--- config.mk ---
export PLATFORM = sky130hd
export DESIGN_NAME = irq_edge_latch
export DESIGN_NICKNAME = d
export VERILOG_FILES = /design/src/rtl/irq_edge_latch.sv
export SDC_FILE = /design/constraint.sdc
export NUM_CORES = 1
export LEC_CHECK = 0
export BUFFER_PORTS_ARGS = -buffer_cell sky130_fd_sc_hd__buf_2
export CORE_MARGIN = 2
export CORE_UTILIZATION = 49
export DETAILED_ROUTE_END_ITERATION = 10
export PLACE_DENSITY = 0.8
export SETUP_SLACK_MARGIN = 0.2
export SLEW_MARGIN = 10
export SYNTH_ARGS = -nofsm -noshare
export SYNTH_HDL_FRONTEND = slang
export SYNTH_SLANG_ARGS = --single-unit
--- constraint.sdc ---
create_clock -name clk -period 1.9 [get_ports clk]
set_clock_uncertainty 0.2 [all_clocks]
set_input_delay 0.095 -clock clk [delete_from_list [all_inputs] [get_ports clk]]
set_output_delay 0.095 -clock clk [all_outputs]
set_load 0.01 [all_outputs]
--- src/rtl/irq_edge_latch.sv ---
module irq_edge_latch #(
  parameter int NUM_SRC     = 8,
  parameter int ADDR_W      = 3,
  parameter int SYNC_STAGES = 2,
  parameter int GATED_BIT   = 6
) (
  input  logic               clk,
  input  logic               rst_n,
  input  logic [NUM_SRC-1:0] status_in,
  input  logic               suspend,
  input  logic               alt_irq_en,
  input  logic               wr_en,
  input  logic [ADDR_W-1:0]  wr_addr,
  input  logic [NUM_SRC-1:0] wr_data,
  input  logic [ADDR_W-1:0]  rd_addr,
  output logic [NUM_SRC-1:0] rd_data,
  output logic               irq_n,
  output logic               irq_pull,
  output logic               alt_irq_n
);
  localparam logic [ADDR_W-1:0] A_SRC    = ADDR_W'(0);
  localparam logic [ADDR_W-1:0] A_LAT_S  = ADDR_W'(2);
  localparam logic [ADDR_W-1:0] A_LAT_C  = ADDR_W'(3);
  localparam logic [ADDR_W-1:0] A_RISE_S = ADDR_W'(4);
  localparam logic [ADDR_W-1:0] A_RISE_C = ADDR_W'(5);
  localparam logic [ADDR_W-1:0] A_FALL_S = ADDR_W'(6);
  localparam logic [ADDR_W-1:0] A_FALL_C = ADDR_W'(7);

  logic [NUM_SRC-1:0] sync_q [SYNC_STAGES];
  logic [NUM_SRC-1:0] cur, prev;
  logic [NUM_SRC-1:0] rise_mask, fall_mask, pend;
  logic [NUM_SRC-1:0] gate, hw_set;

  always_ff @(posedge clk or negedge rst_n)
    if (!rst_n) sync_q[0] <= '0;
    else        sync_q[0] <= status_in;

  genvar g;
  generate
    for (g = 1; g < SYNC_STAGES; g++) begin : g_sync
      always_ff @(posedge clk or negedge rst_n)
        if (!rst_n) sync_q[g] <= '0;
        else        sync_q[g] <= sync_q[g-1];
    end
  endgenerate

  assign cur = sync_q[SYNC_STAGES-1];

  always_ff @(posedge clk or negedge rst_n)
    if (!rst_n) prev <= '0;
    else        prev <= cur;

  generate
    for (g = 0; g < NUM_SRC; g++) begin : g_gate
      if (g == GATED_BIT) begin : g_off
        assign gate[g] = ~suspend;
      end else begin : g_on
        assign gate[g] = 1'b1;
      end
    end
  endgenerate

  assign hw_set = gate & ((cur & ~prev & rise_mask) | (~cur & prev & fall_mask));

  wire wr_ls = wr_en && wr_addr == A_LAT_S;
  wire wr_lc = wr_en && wr_addr == A_LAT_C;

  always_ff @(posedge clk or negedge rst_n)
    if (!rst_n) pend <= '0;
    else pend <= ((pend | (wr_ls ? wr_data : '0)) & ~(wr_lc ? wr_data : '0)) | hw_set;

  always_ff @(posedge clk or negedge rst_n)
    if (!rst_n) rise_mask <= '0;
    else if (wr_en && wr_addr == A_RISE_S) rise_mask <= rise_mask | wr_data;
    else if (wr_en && wr_addr == A_RISE_C) rise_mask <= rise_mask & ~wr_data;

  always_ff @(posedge clk or negedge rst_n)
    if (!rst_n) fall_mask <= '0;
    else if (wr_en && wr_addr == A_FALL_S) fall_mask <= fall_mask | wr_data;
    else if (wr_en && wr_addr == A_FALL_C) fall_mask <= fall_mask & ~wr_data;

  always_comb
    case (rd_addr)
      A_SRC:             rd_data = cur;
      A_LAT_S, A_LAT_C:   rd_data = pend;
      A_RISE_S, A_RISE_C: rd_data = rise_mask;
      A_FALL_S, A_FALL_C: rd_data = fall_mask;
      default:           rd_data = '0;
    endcase

  assign irq_n     = ~|pend;
  assign irq_pull  = |pend;
  assign alt_irq_n = (suspend && alt_irq_en) ? irq_n : 1'b1;
endmodule


## Word-level counts from Yosys, hierarchy flattened

Index checks and enable logic that the tools add are counted.

| operators by class | value |
|---|---|
| $add $sub $neg | 0 |
| $mul | 0 |
| div/mod/pow operators | 0 |
| order comparisons | 0 |
| equality and inequality tests | 12 |
| shift operators | 0 |
| multiplexer cells | 8 |
| bitwise operators | 18 |
| reductions and logical operators | 15 |

Operators with widths:

| cell | number |
|---|---|
| 8-bit AND | 8 |
| 8-bit 2-to-1 mux | 6 |
| 8-bit bitwise OR | 5 |
| 8-bit NOT | 4 |
| 8-bit case mux with 4 select lines | 1 |
| 3-bit equality test (second input constant) | 8 |
| 3-bit by 2-bit equality test with 1-bit output (second input constant) | 4 |
| 8-bit OR reduction | 1 |
| 1-bit logical AND | 7 |
| 2-bit OR reduction | 3 |
| 2-bit nonzero test | 2 |
| 3-bit logical NOT | 1 |
| 1-bit logical NOT | 1 |
| 1-bit 2-to-1 mux | 1 |
| 1-bit NOT | 1 |

| storage, ports and cells | value |
|---|---|
| register bits after elaboration | 48 |
| bits in latches | 0 |
| memory bits (writable) | 0 |
| memory bits (read-only) | 0 |
| bits of input ports | 27 |
| output and inout port bits | 11 |
| memories kept | 0 |

## Depth between registers and ports, before layout

| logic depth | value |
|---|---|
| depth after elaboration | 6 |
| mapped depth | 4 |
| gate-level depth less buffers | 3 |

## Least setup slack after synthesis

Ideal clock, no wire load.

| path | value |
|---|---|
| kind | register to output |
| start point | reg pend[1] |
| end point | out alt_irq_n |
| arrival | 0.929 ns |
| required time | 1.605 ns |
| path slack | 0.676 ns |
| cell stages (with the launch flop) | 4 |
| path buffers | 0 |
| cell sequence | dfrtp_1 -> nor4_1 -> nand2_1 -> nand3_1 |

| between the ends | value |
|---|---|
| cells in the longest elaborated chain, start to end | 3 |

Ends and longest elaborated chain:

| item | line | text |
|---|---|---|
| start, declared | 31 | `logic [NUM_SRC-1:0] rise_mask, fall_mask, pend;` |
| start signal, assigned | 70 | `else pend <= ((pend \| (wr_ls ? wr_data : '0)) & ~(wr_lc ? wr_data : '0)) \| hw_set;` |
| 8-bit OR reduction | - |  |
| net irq_pull | 18 | `output logic irq_pull,` |
| 1-bit logical NOT | 91 | `assign irq_n = ~\|pend;` |
| 1-bit 2-to-1 mux | 93 | `assign alt_irq_n = (suspend && alt_irq_en) ? irq_n : 1'b1;` |
| end, declared | 19 | `output logic alt_irq_n` |

The timed path passes the listed nets, and every way through them passes these cells.

## Final worst setup path

| path | value |
|---|---|
| start point | reg pend[2] |
| end point | out rd_data[2] |

| between the ends | value |
|---|---|
| cells in the longest elaborated chain, start to end | 1 |

Ends and longest elaborated chain:

| item | line | text |
|---|---|---|
| 8-bit case mux with 4 select lines | 83 | `case (rd_addr)` |
| end, declared | 16 | `output logic [NUM_SRC-1:0] rd_data,` |

Every way passes these cells.

==> flow_summary.toml <==
[critical_path]
worstPathArrival_ns = 1.35
reg2reg_slack_ns = 0.74
required_ns = 1.60
cp-startpoint = "pend[2]"
r2r_cells = 3
reg2reg_from = "cur[2]"
cp-end-kind = "primary output"
worstSetupPathType = "reg -> out"
crit_path_start_kind = "register"
r2r-end = "pend[2]"
cp_max_fo = 2

[pwr]
seqPwrFrac = 0.562
cellLeakagePower_uw = 0.00127
p_total_uw = 2190
p_int_uw = 1620
pwr-share-comb = 0.165
p_switching_uw = 571
switching_share = 0.261
peakVddDrop_v = 0.000541
p_clk_frac = 0.273
powerDensity_mw_per_mm2 = 848

[clocking]
cts_num_sinks = 48
path_clk_slew_ns = 0.08
cts_made_buffers = 5
cts_buffer_depth = 2
cts_tree = "built"
clk_latency_ns = 0.29
cts_root_buf = "clkbuf_8"
htreeDepth = 2

[placement]
port_buffers = 37
hpwl_um = 2890
place_ws_ns = 0.490
place_area_mm2 = 0.00230
place_congestion = 0.781

[floorplan]
die_w_um = 69.1
dieHeight_um = 69.1
coreArea_mm2 = 0.00403
initial_core_util = 0.515
ios = 38
dieArea_mm2 = 0.00477
rows = 23

[timing]
setup_viol = 0
period_minus_slack_ns = 1.65
drv_slew = 0
fin_ws_ns = 0.254
finalHoldViolCount = 0
hold_ws_ns = 0.0367
grt_setup_unrepaired = "yes"
max_freq_mhz = 608
slew-limit-headroom = 0.701
period_share = 0.866
tightest_slew_ns = 0.449
finalSetupTns_ns = 0

[cells_and_area]
diodes = 0
regArea_mm2 = 0.00120
nFillCells = 332
final_common_cell = "dfrtp_1"
area_delta_synth_final_pct = 24.5
final_area_mm2 = 0.00258
final_cell_mix = "dfrtp_1 (48), buf_2 (37), nand2_1 (33)"
finish.net_count = 272
multi_input_area_um2 = 766
drive_above_1_share = 0.199

[synthesis]
synth_nets = 214
synth_cell_types = 20
ys_seq_area_frac = 0.579
syn_area_mm2 = 0.00207
syn_avg_cell_area_um2 = 11.1
syn_inst = 187
yosys_warnings = 0
ys_ff_latch = 48

[global_routing]
grt_antenna_before_repair = 0
grt_pass1_wl_um = 7270
overflow = 0
grt_pass1_vias = 1592
globalRouteTotalUtil = 0.192
grt_max_degree = 25

[route]
drt_pass1_iterations = 4
ant_nets = 0
drt-total-wl_um = 4190
via_per_inst = 5.33
drcViolationCount = 0
first_iter_violations = 86
routedWlPerCell_um = 14.2
vias = 1577

[min_path]
hold_class = "in -> async"

[status]
status = "complete, no violations"

[flow_run]
maxCapViolations = 0
stage by stage:
stage,utilization,instances
floorplan,-,187
global placement,0.570,269
detailed placement,0.570,269
CTS,0.642,296
global route,0.641,296
finish,0.641,296
worst max-delay path: stages (launching register included):
cell	delay (ns)
dfrtp_1	0.39
buf_4	0.14
a221oi_1	0.30
a21oi_1	0.07
buf_2	0.15
layer usage:
layer  track usage  wire (um)
met5             0          0
met4        0.0588         54
met3        0.0512        300
met2         0.304       2010
met1         0.260       1830
what timing repair did:
item | CTS | global route
endpoints found under the setup margin | 2 | 3
gates resized for setup | 1 | 0
endpoints found under the hold margin | 80 | 0
cloned | 0 | 0
hold buffers | 19 | 0
pin swaps | 0 | 3
buffers inserted | 0 | 1
power groups by stage:
stage	clock network [uW]	logic [uW]	registers [uW]
CTS	631	369	1230
global route	677	415	1250
finish	597	362	1230
global placement	0	325	1240
detailed placement	0	334	1250
floorplan	0	218	1230
worst max path at each step:
stage,end,depth (start not counted)
2_1_floorplan,alt_irq_n,3
3_3_place_gp,alt_irq_n,4
3_5_place_dp,alt_irq_n,4
4_1_cts,alt_irq_n,4
5_1_grt,alt_irq_n,4
6_report,rd_data[2],4
layout make-up:
class	instances	share of cell area
Timing Repair Buffer	59	0.153
Sequential cell	48	0.465
Inverter	18	0.0262
Clock buffer	8	0.0349
Tap cell	50	0.0242
Multi-Input combinational cell	113	0.297
Yosys cell counts (all sizes together):
library cell  instances  share of area
a21oi                 8          0.019
and3b                 2         0.0084
nand2                33          0.060
buf                   7          0.021
dfrtp                48           0.58
nor4                  2         0.0060
inv                  18          0.033
nand3                 1         0.0024
nor3b                 7          0.025
a221oi                8          0.034
o21ai                 8          0.019
and3                  1         0.0030
o21a                  1         0.0036
a211o                 7          0.030
o221ai                1         0.0042
nand3b                9          0.033
mux2i                24           0.12
nor2                  1         0.0030
clkbuf                1         0.0018
cells by family after synthesis:
group,after synthesis,share of synthesized area
DFF,48,0.579
buffers and inverters,26,0.0549
AOI/OAI and AO/OA,33,0.110
muxes,24,0.116
and+or+nand+nor,56,0.141
No activity file was read; power rests on OpenSTA's default activity.
